`src/rtl/kwd_pkg.sv`:
```
package kwd_pkg;

  localparam int ADDR_W = 5;

  localparam logic [ADDR_W-1:0] A_CTRL  = 5'h00;
  localparam logic [ADDR_W-1:0] A_MODE  = 5'h04;
  localparam logic [ADDR_W-1:0] A_COUNT = 5'h08;
  localparam logic [ADDR_W-1:0] A_PER   = 5'h0C;
  localparam logic [ADDR_W-1:0] A_MSET  = 5'h14;
  localparam logic [ADDR_W-1:0] A_MCLR  = 5'h18;
  localparam logic [ADDR_W-1:0] A_STAT  = 5'h1C;

  localparam logic [7:0] RESTART_KEY = 8'hA5;

  localparam int B_GO     = 0;
  localparam int B_RSTSEL = 4;
  localparam int B_MINCHK = 5;
  localparam int B_OFF    = 12;
  localparam int B_DBG    = 28;
  localparam int B_IDLE   = 29;
  localparam int B_EVT    = 0;

  typedef struct packed {
    logic idle_hlt;
    logic dbg_hlt;
    logic off;
    logic min_chk;
    logic rst_sel;
  } mode_t;

  localparam mode_t MODE_RESET = '{idle_hlt: 1'b0, dbg_hlt: 1'b0, off: 1'b0,
                                   min_chk: 1'b0, rst_sel: 1'b1};

  function automatic mode_t mode_unpack(input logic [31:0] w);
    mode_t m;
    m.idle_hlt = w[B_IDLE];
    m.dbg_hlt  = w[B_DBG];
    m.off      = w[B_OFF];
    m.min_chk  = w[B_MINCHK];
    m.rst_sel  = w[B_RSTSEL];
    return m;
  endfunction

  function automatic logic [31:0] mode_pack(input mode_t m);
    logic [31:0] w;
    w = '0;
    w[B_IDLE]   = m.idle_hlt;
    w[B_DBG]    = m.dbg_hlt;
    w[B_OFF]    = m.off;
    w[B_MINCHK] = m.min_chk;
    w[B_RSTSEL] = m.rst_sel;
    return w;
  endfunction

endpackage

```
`src/rtl/kwd_prescale.sv`:
```
module kwd_prescale #(
  parameter int DIV = 128
) (
  input  logic clk,
  input  logic rst,
  input  logic clear,
  input  logic run,
  output logic tick
);
  localparam int PW = (DIV > 1) ? $clog2(DIV) : 1;
  localparam logic [PW-1:0] LAST = PW'(DIV - 1);

  logic [PW-1:0] pre_q;

  always_ff @(posedge clk) begin
    if (rst || clear) begin
      pre_q <= '0;
    end else if (run) begin
      if (pre_q == LAST) pre_q <= '0;
      else               pre_q <= pre_q + 1'b1;
    end
  end

  assign tick = run && !clear && (pre_q == LAST);

  // a restart always leaves a full tick interval before the next step
  AST_NO_TICK_AFTER_CLEAR: assert property (@(posedge clk) disable iff (rst)
    clear |=> !tick);

endmodule

```
`src/rtl/kwd_counter.sv`:
```
module kwd_counter #(
  parameter int CNT_W     = 12,
  parameter int ERR_LIMIT = 4080
) (
  input  logic             clk,
  input  logic             rst,
  input  logic             restart,
  input  logic             chk_en,
  input  logic             tick,
  input  logic [CNT_W-1:0] period,
  output logic [CNT_W-1:0] cnt,
  output logic             expire
);
  localparam logic [CNT_W-1:0] LIMIT = CNT_W'(ERR_LIMIT);

  logic at_zero;
  logic early;

  assign at_zero = (cnt == '0);
  assign early   = chk_en && (cnt > LIMIT);
  assign expire  = (tick && at_zero && !restart) || early;

  always_ff @(posedge clk) begin
    if (rst) begin
      cnt <= '1;
    end else if (restart) begin
      cnt <= period;
    end else if (tick) begin
      if (at_zero) cnt <= period;
      else         cnt <= cnt - 1'b1;
    end
  end

  AST_RELOAD_ON_RESTART: assert property (@(posedge clk) disable iff (rst)
    restart |=> (cnt == $past(period)));

  AST_ZERO_TICK_EXPIRES: assert property (@(posedge clk) disable iff (rst)
    (tick && at_zero) |-> expire);

endmodule

```
`src/rtl/kwd_event.sv`:
```
module kwd_event (
  input  logic clk,
  input  logic rst,
  input  logic expire,
  input  logic rst_sel,
  input  logic mask_set,
  input  logic mask_clr,
  input  logic status_rd,
  output logic status_q,
  output logic mask_q,
  output logic irq,
  output logic rst_req
);
  logic nst;
  logic nmask;

  always_comb begin
    if (expire && !rst_sel) nst = 1'b1;
    else if (status_rd)     nst = 1'b0;
    else                    nst = status_q;

    if (mask_set)      nmask = 1'b1;
    else if (mask_clr) nmask = 1'b0;
    else               nmask = mask_q;
  end

  always_ff @(posedge clk) begin
    if (rst) begin
      status_q <= 1'b0;
      mask_q   <= 1'b0;
      irq      <= 1'b0;
      rst_req  <= 1'b0;
    end else begin
      status_q <= nst;
      mask_q   <= nmask;
      irq      <= nst && nmask;
      rst_req  <= expire && rst_sel;
    end
  end

  AST_RST_ONE_CYCLE: assert property (@(posedge clk) disable iff (rst)
    rst_req |=> !rst_req);

  AST_IRQ_NEEDS_MASK: assert property (@(posedge clk) disable iff (rst)
    irq |-> (mask_q && status_q));

  AST_READ_CLEARS: assert property (@(posedge clk) disable iff (rst)
    (status_rd && !expire) |=> !status_q);

endmodule

```
`src/rtl/kwd_regs.sv`:
```
module kwd_regs
  import kwd_pkg::*;
#(
  parameter int CNT_W    = 12,
  parameter int LOCK_CYC = 3
) (
  input  logic              clk,
  input  logic              rst,
  input  logic              wr_en,
  input  logic              rd_en,
  input  logic [ADDR_W-1:0] addr,
  input  logic [31:0]       wdata,
  input  logic [CNT_W-1:0]  cnt_val,
  input  logic              status,
  output mode_t             mode,
  output logic [CNT_W-1:0]  period,
  output logic              restart,
  output logic              key_restart,
  output logic              mask_set,
  output logic              mask_clr,
  output logic              status_rd,
  output logic [31:0]       rdata
);
  localparam int LK_W = $clog2(LOCK_CYC + 1);
  localparam logic [LK_W-1:0] LK_START = LK_W'(LOCK_CYC);

  logic [LK_W-1:0] lock_q;
  logic            locked;
  logic            wr_ctrl, wr_mode, wr_per;
  logic            mode_ok;
  logic [31:0]     rd_mux;

  assign locked      = (lock_q != '0);
  assign wr_ctrl     = wr_en && (addr == A_CTRL);
  assign wr_mode     = wr_en && (addr == A_MODE);
  assign wr_per      = wr_en && (addr == A_PER);
  assign key_restart = wr_ctrl && !locked && wdata[B_GO] && (wdata[31:24] == RESTART_KEY);
  assign mode_ok     = wr_mode && !locked;
  assign restart     = key_restart || mode_ok;
  assign mask_set    = wr_en && (addr == A_MSET) && wdata[B_EVT];
  assign mask_clr    = wr_en && (addr == A_MCLR) && wdata[B_EVT];
  assign status_rd   = rd_en && (addr == A_STAT);

  always_comb begin
    rd_mux = '0;
    case (addr)
      A_MODE:  rd_mux = mode_pack(mode);
      A_COUNT: rd_mux[CNT_W-1:0] = cnt_val;
      A_PER:   rd_mux[CNT_W-1:0] = period;
      A_STAT:  rd_mux[B_EVT] = status;
      default: rd_mux = '0;
    endcase
  end

  always_ff @(posedge clk) begin
    if (rst) begin
      mode   <= MODE_RESET;
      period <= '1;
      lock_q <= '0;
      rdata  <= '0;
    end else begin
      if (mode_ok) mode   <= mode_unpack(wdata);
      if (wr_per)  period <= wdata[CNT_W-1:0];
      if (restart)     lock_q <= LK_START;
      else if (locked) lock_q <= lock_q - 1'b1;
      if (rd_en) rdata <= rd_mux;
    end
  end

  AST_LOCK_HOLDS_MODE: assert property (@(posedge clk) disable iff (rst)
    (wr_mode && locked) |=> (mode == $past(mode)));

  AST_LOCK_AFTER_RESTART: assert property (@(posedge clk) disable iff (rst)
    restart |=> !restart);

endmodule

```
`src/rtl/kwd_timer.sv`:
```
module kwd_timer
  import kwd_pkg::*;
#(
  parameter int CNT_W     = 12,
  parameter int DIV       = 128,
  parameter int LOCK_CYC  = 3,
  parameter int ERR_LIMIT = 4080
) (
  input  logic              clk,
  input  logic              rst,
  input  logic              wr_en,
  input  logic              rd_en,
  input  logic [ADDR_W-1:0] addr,
  input  logic [31:0]       wdata,
  output logic [31:0]       rdata,
  input  logic              dbg_halt,
  input  logic              idle_halt,
  output logic              wd_rst_req,
  output logic              wd_irq
);
  mode_t            mode;
  logic [CNT_W-1:0] period;
  logic [CNT_W-1:0] cnt;
  logic             restart, key_restart;
  logic             mask_set, mask_clr, status_rd;
  logic             status_q, mask_q;
  logic             run, tick, expire;

  assign run = !mode.off && !(mode.dbg_hlt && dbg_halt) && !(mode.idle_hlt && idle_halt);

  kwd_regs #(.CNT_W(CNT_W), .LOCK_CYC(LOCK_CYC)) u_regs (
    .clk(clk), .rst(rst), .wr_en(wr_en), .rd_en(rd_en), .addr(addr), .wdata(wdata),
    .cnt_val(cnt), .status(status_q), .mode(mode), .period(period),
    .restart(restart), .key_restart(key_restart), .mask_set(mask_set),
    .mask_clr(mask_clr), .status_rd(status_rd), .rdata(rdata)
  );

  kwd_prescale #(.DIV(DIV)) u_pre (
    .clk(clk), .rst(rst), .clear(restart), .run(run), .tick(tick)
  );

  kwd_counter #(.CNT_W(CNT_W), .ERR_LIMIT(ERR_LIMIT)) u_cnt (
    .clk(clk), .rst(rst), .restart(restart), .chk_en(key_restart && mode.min_chk),
    .tick(tick), .period(period), .cnt(cnt), .expire(expire)
  );

  kwd_event u_evt (
    .clk(clk), .rst(rst), .expire(expire), .rst_sel(mode.rst_sel),
    .mask_set(mask_set), .mask_clr(mask_clr), .status_rd(status_rd),
    .status_q(status_q), .mask_q(mask_q), .irq(wd_irq), .rst_req(wd_rst_req)
  );

  AST_NO_COUNT_WHEN_STOPPED: assert property (@(posedge clk) disable iff (rst)
    (!run && !restart) |=> (cnt == $past(cnt)));

  AST_NO_EXPIRE_WHEN_OFF: assert property (@(posedge clk) disable iff (rst)
    (mode.off && !restart) |-> !expire);

endmodule

```
`config.mk`:
```
export PLATFORM = sky130hd
export DESIGN_NAME = kwd_timer
export DESIGN_NICKNAME = d
export VERILOG_FILES = /design/src/rtl/kwd_pkg.sv /design/src/rtl/kwd_prescale.sv /design/src/rtl/kwd_counter.sv /design/src/rtl/kwd_event.sv /design/src/rtl/kwd_regs.sv /design/src/rtl/kwd_timer.sv
export SDC_FILE = /design/constraint.sdc
export NUM_CORES = 1
export LEC_CHECK = 0
export CORE_ASPECT_RATIO = 1.75
export CORE_MARGIN = 2
export CORE_UTILIZATION = 45
export DETAILED_ROUTE_END_ITERATION = 8
export PLACE_DENSITY = 0.77
export SYNTH_ARGS = -nofsm -noshare
export SYNTH_HDL_FRONTEND = slang
export SYNTH_HIERARCHICAL = 1
export SYNTH_SLANG_ARGS = --single-unit
```
`constraint.sdc`:
```
create_clock -name clk -period 2.48 [get_ports clk]
set_input_delay 0.496 -clock clk [delete_from_list [all_inputs] [get_ports clk]]
set_output_delay 0.496 -clock clk [all_outputs]
set_load 0.01 [all_outputs]
```
==> summary.txt, run 1 <==
Placement
  • Port-buffer cells: 48
  • Placed insts: approximately 500
  • Cell area after placement: 3777 um^2
  • Routability Congestion: 0.9323
  • HPWL after detailed placement: 6470 um

Layout
  • Antenna Cells: 0
  • # fillers: 565
  • Fraction of final layout cells sized beyond drive strength 1: 17.78%
  • Summed area of non-filler cells in the final layout: approximately 4300 um^2
  • Relative area change from synthesis to final layout: 36.69%
  • Net count of the finished layout: 474
  • Final non-filler cell total: 517

Clocking
  • TritonCTS clock tree: built
  • Number of buffers inserted during clock tree synthesis: 9
  • Clock slew at reported path FFs: roughly 50 ps
  • Number of clock sinks seen by CTS: 57
  • Clock tree buffer depth: 2
  • H-tree levels: 3
  • Clock root buffer: sky130_fd_sc_hd__clkbuf_16
  • Clock latency at the later pin of the worst-skew pair: 340 ps

Pwr
  • Power Total: between 2 and 3 mW
  • Ratio of total power to cell area: 664.7 nW/um^2
  • Leakage dissipation: between 1.5 and 2 nW
  • Worst voltage drop across the vdd grid: 0.5644 mV

Timing
  • Time the worst path needs with I/O delays and setup: 2407 ps
  • Hold violation total from the final report: 0
  • Tcrit/Tclk final: between 90% and 100%
  • Max-Slew Margin vs Limit: 56.41%
  • Setup violation total in the final timing report: 0
  • Fin Clk Skew: ~6.6 ps
  • Peak clock frequency supported by timing: roughly 420 MHz
  • Post-Route Hold Slack: 458.1 ps
  • Number of pins exceeding their max-slew limit in the final report: 0
  • RSZ-0062 raised after global routing: no
  • Actual transition at the worst max-transition pin: 648.9 ps

Detailed routing
  • Number of routed nets with antenna violations: 0
  • Routed wire length per instance: about 18 um
  • Routed wire length: 9109 um
  • Number of iterations in the first detailed-routing pass: 4
  • Vias per Instance: 5.990
  • Remaining DRCs: 0
  • Vias after detailed routing: 3097
  • Initial DRC Count: 194

Yosys
  • Synth Flop Type: sky130_fd_sc_hd__dfxtp_1
  • Simple logic cell fraction of the synthesized area: 27.55%
  • Share of the synthesized area in compound gates (AO/OA/AOI/OAI): 21.84%
  • Adder and majority cell fraction of the synthesized area: under 10%
  • Post-synthesis area per instance: 8.689 um^2
  • Most area-consuming cells after synthesis: sky130_fd_sc_hd__dfxtp_1, sky130_fd_sc_hd__a21oi_1, sky130_fd_sc_hd__buf_4
  • Mapped Area: around 3100 um^2
  • Mux share of post-synthesis cell area: 2.092%
  • Count of flip-flops with a built-in enable after synthesis: 0
  • Async SR Flop Fraction: 0%
  • Synth top area share: 36.69%
  • Cell type with the largest total area after synthesis: sky130_fd_sc_hd__dfxtp_1
  • Proportion of synthesized chip area in sequential cells: 36.69%
  • Seq cells post-synth: 57
  • Warnings, synthesis: 6
  • Distinct cell type count after synthesis: 65
  • Post-Syn Instances: 358
  • Xor/xnor cell area share of the yosys netlist: 1.971%
  • Dominant combinational cell family by area after synthesis: simple AND/OR/NAND/NOR gates

GRT
  • Global route overflow: 0
  • Initial antenna violation count: 0
  • Pin count of the biggest net entering global routing: 32
  • Met1 usage in global routing: approximately 27%
  • Global Route met2 Usage: a little under half
  • Vias in the first global route: about 3000
  • Gr busiest metal: met2
  • Met3 GRT Util: under 10%
  • Global-route wire length before repair: 14860 um
  • Global-route usage over all layers: 26.18%

Floorplan
  • Number of placement rows: 40
  • Die footprint: approximately 7600 um^2
  • Horizontal extent of the die: 66.85 um
  • Ports placed on the boundary: 77
  • Initial core utilization: 46.04%
  • Height of the die: 114.0 um
  • Core box area: 6756 um^2

Hold path
  • Hold/Removal Path Class: flip-flop to flip-flop

Critical path
  • Category of the worst setup path launch point: flip-flop
  • Arr. time, crit path: roughly 2600 ps
  • Crit end category: flip-flop
  • Critical path fanouts, max: 4
  • Worst path required time: ~2700 ps
  • Category of the most critical setup path: flip-flop to flip-flop

Job
  • Max-capacitance violation count: 0

Status
  • Run status: finished clean
==> where the power goes <==
part	switching [mW]	total [mW]	leakage, nW	internal, mW
logic	0.176	0.355	1.04	0.179
clock network	0.439	1.50	0.175	1.06
registers	0.0239	0.970	0.462	0.946
total	0.639	2.83	1.68	2.19
==> cells by family (layout without fill, tap and decap cells) <==
logic type	after synthesis	count (layout)
buf+inv	49	108
compound gates	91	91
flops	57	57
simple gates	144	144
xor+xnor	7	7
other cells	1	17
mux	6	6
fa+ha+maj	3	3
==> synth_stat cells, types with 2 or more instances <==
library cell,count
sky130_fd_sc_hd__a21oi_1,26
sky130_fd_sc_hd__a22o_1,9
sky130_fd_sc_hd__nor4_4,2
sky130_fd_sc_hd__a221oi_2,2
sky130_fd_sc_hd__a221o_1,2
sky130_fd_sc_hd__o221ai_1,2
sky130_fd_sc_hd__mux2i_1,2
sky130_fd_sc_hd__nand4b_1,4
sky130_fd_sc_hd__nand3b_1,10
sky130_fd_sc_hd__nor2_1,22
sky130_fd_sc_hd__buf_4,17
sky130_fd_sc_hd__a211o_1,12
sky130_fd_sc_hd__nor4_1,2
sky130_fd_sc_hd__and3b_1,2
sky130_fd_sc_hd__o21ai_0,12
sky130_fd_sc_hd__clkbuf_1,19
sky130_fd_sc_hd__o31ai_1,2
sky130_fd_sc_hd__nand2b_1,4
sky130_fd_sc_hd__and4b_1,3
sky130_fd_sc_hd__nor3_1,10
sky130_fd_sc_hd__nand4_1,9
sky130_fd_sc_hd__nand3_1,20
sky130_fd_sc_hd__ha_1,3
sky130_fd_sc_hd__or3_1,6
sky130_fd_sc_hd__dfxtp_1,57
sky130_fd_sc_hd__and3_1,16
sky130_fd_sc_hd__nor3b_1,3
sky130_fd_sc_hd__nand2_1,19
sky130_fd_sc_hd__and2_1,2
sky130_fd_sc_hd__nor2b_1,3
sky130_fd_sc_hd__buf_6,2
sky130_fd_sc_hd__xor2_1,6
sky130_fd_sc_hd__buf_2,2
sky130_fd_sc_hd__a32oi_1,3
sky130_fd_sc_hd__a221oi_1,2
sky130_fd_sc_hd__inv_1,8
sky130_fd_sc_hd__a21o_1,3
sky130_fd_sc_hd__mux2_2,3
==> path summary, 6_finish.rpt <==
| check | start | end | slack (ps) | cells after the start |
|---|---|---|---|---|
| hold / removal | u_regs/rdata[29] | u_regs/rdata[29] | 460 | 2 |
| hold reg to reg | u_regs/rdata[29] | u_regs/rdata[29] | 460 | 2 |
| setup reg to reg | u_regs/lock_q[1] | u_evt/irq | 70 | 10 |
| setup / recovery | u_regs/lock_q[1] | u_evt/irq | 70 | 10 |
==> state kept, by name, indices dropped and copies added (netlist names) <==
| register | count |
|---|---|
| u_regs/period | 12 |
| u_evt/irq | 1 |
| u_evt/mask_q | 1 |
| u_pre/pre_q | 7 |
| u_evt/rst_req | 1 |
| u_regs/rdata | 15 |
| u_cnt/cnt | 12 |
| u_regs/lock_q | 2 |
| u_evt/status_q | 1 |
| u_regs/mode | 5 |
==> per-stage QoR <==
step | worst slack (ps) | util [%] | TNS (ps)
floorplan | 16.66 | - | 0
global placement | -453.2 | 55.91 | -5327
detailed placement | -475.9 | 55.91 | -5865
CTS | -14.78 | 61.59 | -14.78
global route | 4.667 | 62.93 | 0
finish | 73.04 | 62.93 | 0
==> timing repair <==
item / CTS / global route
buffers inserted: 0 / 3
pin swaps: 0 / 6
hold buffers: 0 / 0
resized for setup: 4 / 16
setup endpoints to repair: 8 / 11
==> placed cells by master (no fill, tap or decap), drive strengths merged, types with 12 or more instances in the layout <==
cell type       n
a211o          12
a21oi          26
and3           16
buf            36
clkbuf         12
clkdlybuf4s50  41
conb           17
dfxtp          57
nand2          19
nand3          21
nor2           22
o21ai          13
==> worst max-delay path, stage by stage (launching register included) <==
cell,delay (ps)
sky130_fd_sc_hd__dfxtp_1,300
sky130_fd_sc_hd__inv_1,110
sky130_fd_sc_hd__ha_4,170
sky130_fd_sc_hd__nand4b_1,140
sky130_fd_sc_hd__or3_4,440
sky130_fd_sc_hd__nor2_1,90
sky130_fd_sc_hd__and2_1,150
sky130_fd_sc_hd__nand4_1,160
sky130_fd_sc_hd__o31ai_4,360
sky130_fd_sc_hd__nand2b_4,80
sky130_fd_sc_hd__a221oi_2,300
==> final cells by class <==
| class | instances | area, um^2 | share of cell area, % |
|---|---|---|---|
| multi-input combinational | 268 | 1842 | 43.32 |
| clock buffer | 12 | 266.5 | 6.268 |
| inverter | 9 | 33.78 | 0.7946 |
| sequential | 57 | 1141 | 26.84 |
| timing repair buffer | 83 | 765.7 | 18.01 |
| clock inverter | 4 | 97.59 | 2.295 |
| tap | 84 | 105.1 | 2.472 |
==> per-layer routing <==
layer	wire length, um	share of wire [%]
met3	387	4.2
met2	4991	55
met1	3339	37
met5	0	0
met4	391	4.3
Note: power is estimated with default switching activity, not from simulation.
==> inputs of run 2 (changes only) <==
--- a/config.mk
+++ b/config.mk
@@ -9,7 +9,7 @@
 export CORE_MARGIN = 2
 export CORE_UTILIZATION = 45
 export DETAILED_ROUTE_END_ITERATION = 8
-export PLACE_DENSITY = 0.77
+export PLACE_DENSITY = 0.74
 export SYNTH_ARGS = -nofsm -noshare
 export SYNTH_HDL_FRONTEND = slang
 export SYNTH_HIERARCHICAL = 1
==> constraint.sdc (replaced) <==
create_clock -name clk -period 2.67 [get_ports clk]
set_input_delay 0.534 -clock clk [delete_from_list [all_inputs] [get_ports clk]]
set_output_delay 0.534 -clock clk [all_outputs]
set_load 0.01 [all_outputs]
==> run 2 against run 1 <==
Against the previous run:
- setup slack better by 62 ps
- global-route usage down 2.8 points
- flip-flop and latch count stayed put
- first-iteration DRC count up 1.0%
- via count shrank 1.9%
- non-clock buffer count is 1 higher
- clock skew shrank 1.7 ps
- total power shrank 13%
- clock power decreased by 16%
- cell area shrank 2.5%
- final cell count up 0.19%
- count of clock-buffer cells in the layout decreased by 1
- critical path type is now input port to flip-flop
==> summary.txt, run 2 (synthesis gave the netlist of run 1 again) <==
Status
  • Run status: finished clean

Timing
  • Number of pins exceeding their max-slew limit in the final report: 0
  • Hold violation total from the final report: 0
  • Tcrit/Tclk final: 94.93%
  • Post-Route Hold Slack: 458.5 ps
  • Setup slack after layout: 135.3 ps
  • Peak clock frequency supported by timing: 394.5 MHz
  • Actual transition at the worst max-transition pin: between 500 and 600 ps
  • Max-Slew Margin vs Limit: 59.75%
  • Fin Clk Skew: 4.968 ps
  • Time the worst path needs with I/O delays and setup: between 2000 and 3000 ps
  • Setup violation total in the final timing report: 0
  • RSZ-0062 raised after global routing: no

Detailed routing
  • Vias after detailed routing: just over 3000
  • Number of iterations in the first detailed-routing pass: 6
  • Initial DRC Count: 196
  • Remaining DRCs: 0
  • Number of routed nets with antenna violations: 0
  • Routed wire length: between 8000 and 9000 um
  • Vias per Instance: 5.863
  • Routed wire length per instance: between 15 and 20 um

Critical path
  • Most common cell on crit path: sky130_fd_sc_hd__buf_4
  • Slowest library cell on the worst path: sky130_fd_sc_hd__clkdlybuf4s50_1
  • Largest stage delay on the critical path: ~500 ps
  • Worst path required time: ~2900 ps
  • FF-to-FF setup slack: 180 ps
  • Kind of cell adding the most delay to the critical path: buffers and inverters
  • Ordered list of cells on the worst path: clkdlybuf4s50_1 -> nand4b_1 -> or3_1 -> o21ai_1 -> buf_4 -> nor3_1 -> buf_4 -> buf_4 -> and4bb_2 -> xor2_1 -> o32ai_2 -> nand2b_1
  • Category of the most critical setup path: input port to flip-flop
  • Category of the worst setup path launch point: input port
  • Arr. time, crit path: 2750 ps
  • Number of buffers and inverters on the critical path: 4
  • Crit end category: flip-flop
  • Critical path fanouts, max: 8

Layout
  • Net count of the finished layout: 475
  • Relative area change from synthesis to final layout: 33.27%
  • Most common cell after layout, fill and taps aside: sky130_fd_sc_hd__dfxtp_1
  • Multi-input gate area in the final layout: 1772 um^2
  • Largest register FFs: 15
  • Register ranked first by flip-flop count: u_regs/rdata
  • # fillers: 604
  • Most used cells in the layout excluding fill and tap cells: sky130_fd_sc_hd__dfxtp_1, sky130_fd_sc_hd__clkdlybuf4s50_1, sky130_fd_sc_hd__buf_4
  • Biggest registers after layout: u_regs/rdata: 15 flops, u_cnt/cnt: 12 flops, u_regs/period: 12 flops
  • Fraction of final layout cells sized beyond drive strength 1: 16.13%
  • Antenna Cells: 0
  • Final design utilization: 61.35%
  • Flip-flop and latch area: 1141 um^2

Pwr
  • Worst voltage drop across the vdd grid: between 0.2 and 0.3 mV
  • Leakage dissipation: 1.593 nW
  • Ratio of total power to cell area: 590.0 nW/um^2

GRT
  • Global-route wire length before repair: approximately 13000 um
  • Vias in the first global route: 2858
  • Pin count of the biggest net entering global routing: 32
  • Global route overflow: 0
  • Initial antenna violation count: 0
  • Global-route usage over all layers: 23.41%

Clocking
  • Cts-stage hold buffer count: 0
  • Post-CTS Setup Bufs: 0
  • H-tree levels: 3
  • Clock latency at the later pin of the worst-skew pair: roughly 330 ps
  • Clock root buffer: sky130_fd_sc_hd__clkbuf_16
  • Number of clock sinks seen by CTS: 57
  • Clock tree buffer depth: 2
  • TritonCTS clock tree: built
  • Clock slew at reported path FFs: 50 ps
  • Number of buffers inserted during clock tree synthesis: 9

Placement
  • HPWL after detailed placement: 6199 um
  • Routability Congestion: 0.8630
  • Port-buffer cells: 48
  • Place WS: -182.8 ps

Floorplan
  • Ports placed on the boundary: 77
  • Die footprint: 7619 um^2
  • Number of placement rows: 40
  • Core box area: 6756 um^2
  • Initial core utilization: 46.04%
  • Horizontal extent of the die: about 67 um
  • Height of the die: 114.0 um

Hold path
  • Hold/Removal Path Class: flip-flop to flip-flop

Job
  • Max-capacitance violation count: 0
==> run 2: final cells by class <==
| type | count | share of cell area (%) |
|---|---|---|
| multi-input cells | 268 | 42.74 |
| clock inverters | 5 | 1.871 |
| well taps | 84 | 2.535 |
| repair buffers | 84 | 18.41 |
| flip-flops and latches | 57 | 27.53 |
| inverters | 9 | 0.8150 |
| clock buffers | 11 | 6.097 |
==> run 2: timing repair <==
item / CTS / global route
resized for setup: 0 / 1
hold endpoints to repair: 0 / 0
endpoints found under the setup margin: 0 / 2
==> run 2: report_power, final <==
group          leakage (nW)  switching, mW  internal, mW
clock                 0.162          0.398         0.863
combinational         0.970          0.145         0.143
sequential            0.462         0.0190         0.878
==> run 2: per-layer routing <==
layer / share of wire, % / routed length (um) / up-vias / GRT usage (%)
li1: - / - / 1452 / -
met4: 3.6 / 302 / 0 / 12.93
met1: 37 / 3139 / 1442 / 24.74
met2: 53 / 4528 / 118 / 41.27
met5: 0 / 0 / - / 0
met3: 5.9 / 498 / 25 / 5.621
==> run 2: worst paths after layout <==
path                    startpoint               end  cells after the start
setup / recovery          wdata[0]      u_cnt/cnt[4]                     12
hold / removal    u_regs/rdata[28]  u_regs/rdata[28]                      2
setup reg to reg  u_regs/lock_q[0]      u_cnt/cnt[4]                     13
hold reg to reg   u_regs/rdata[28]  u_regs/rdata[28]                      2
==> run 2: metrics by stage <==
stage          area (um^2)  cells  setup TNS [ps]  total power, mW
3_3_place_gp          3812    502           -1314            1.190
2_1_floorplan         3171    374               0            1.098
3_5_place_dp          3812    502           -1424            1.199
6_report              4145    518               0            2.446
4_1_cts               4143    518               0            2.458
5_1_grt               4145    518               0            2.533
==> run 2: worst register-to-register path: cells and delay by family, from the launching register on <==
family	cells	cell delay [ps]
AOI/OAI and AO/OA	2	270
xor gates and xnor gates	1	150
DFF	1	310
adders and majority gates	1	260
buffers and inverters	4	510
and+or+nand+nor	5	890
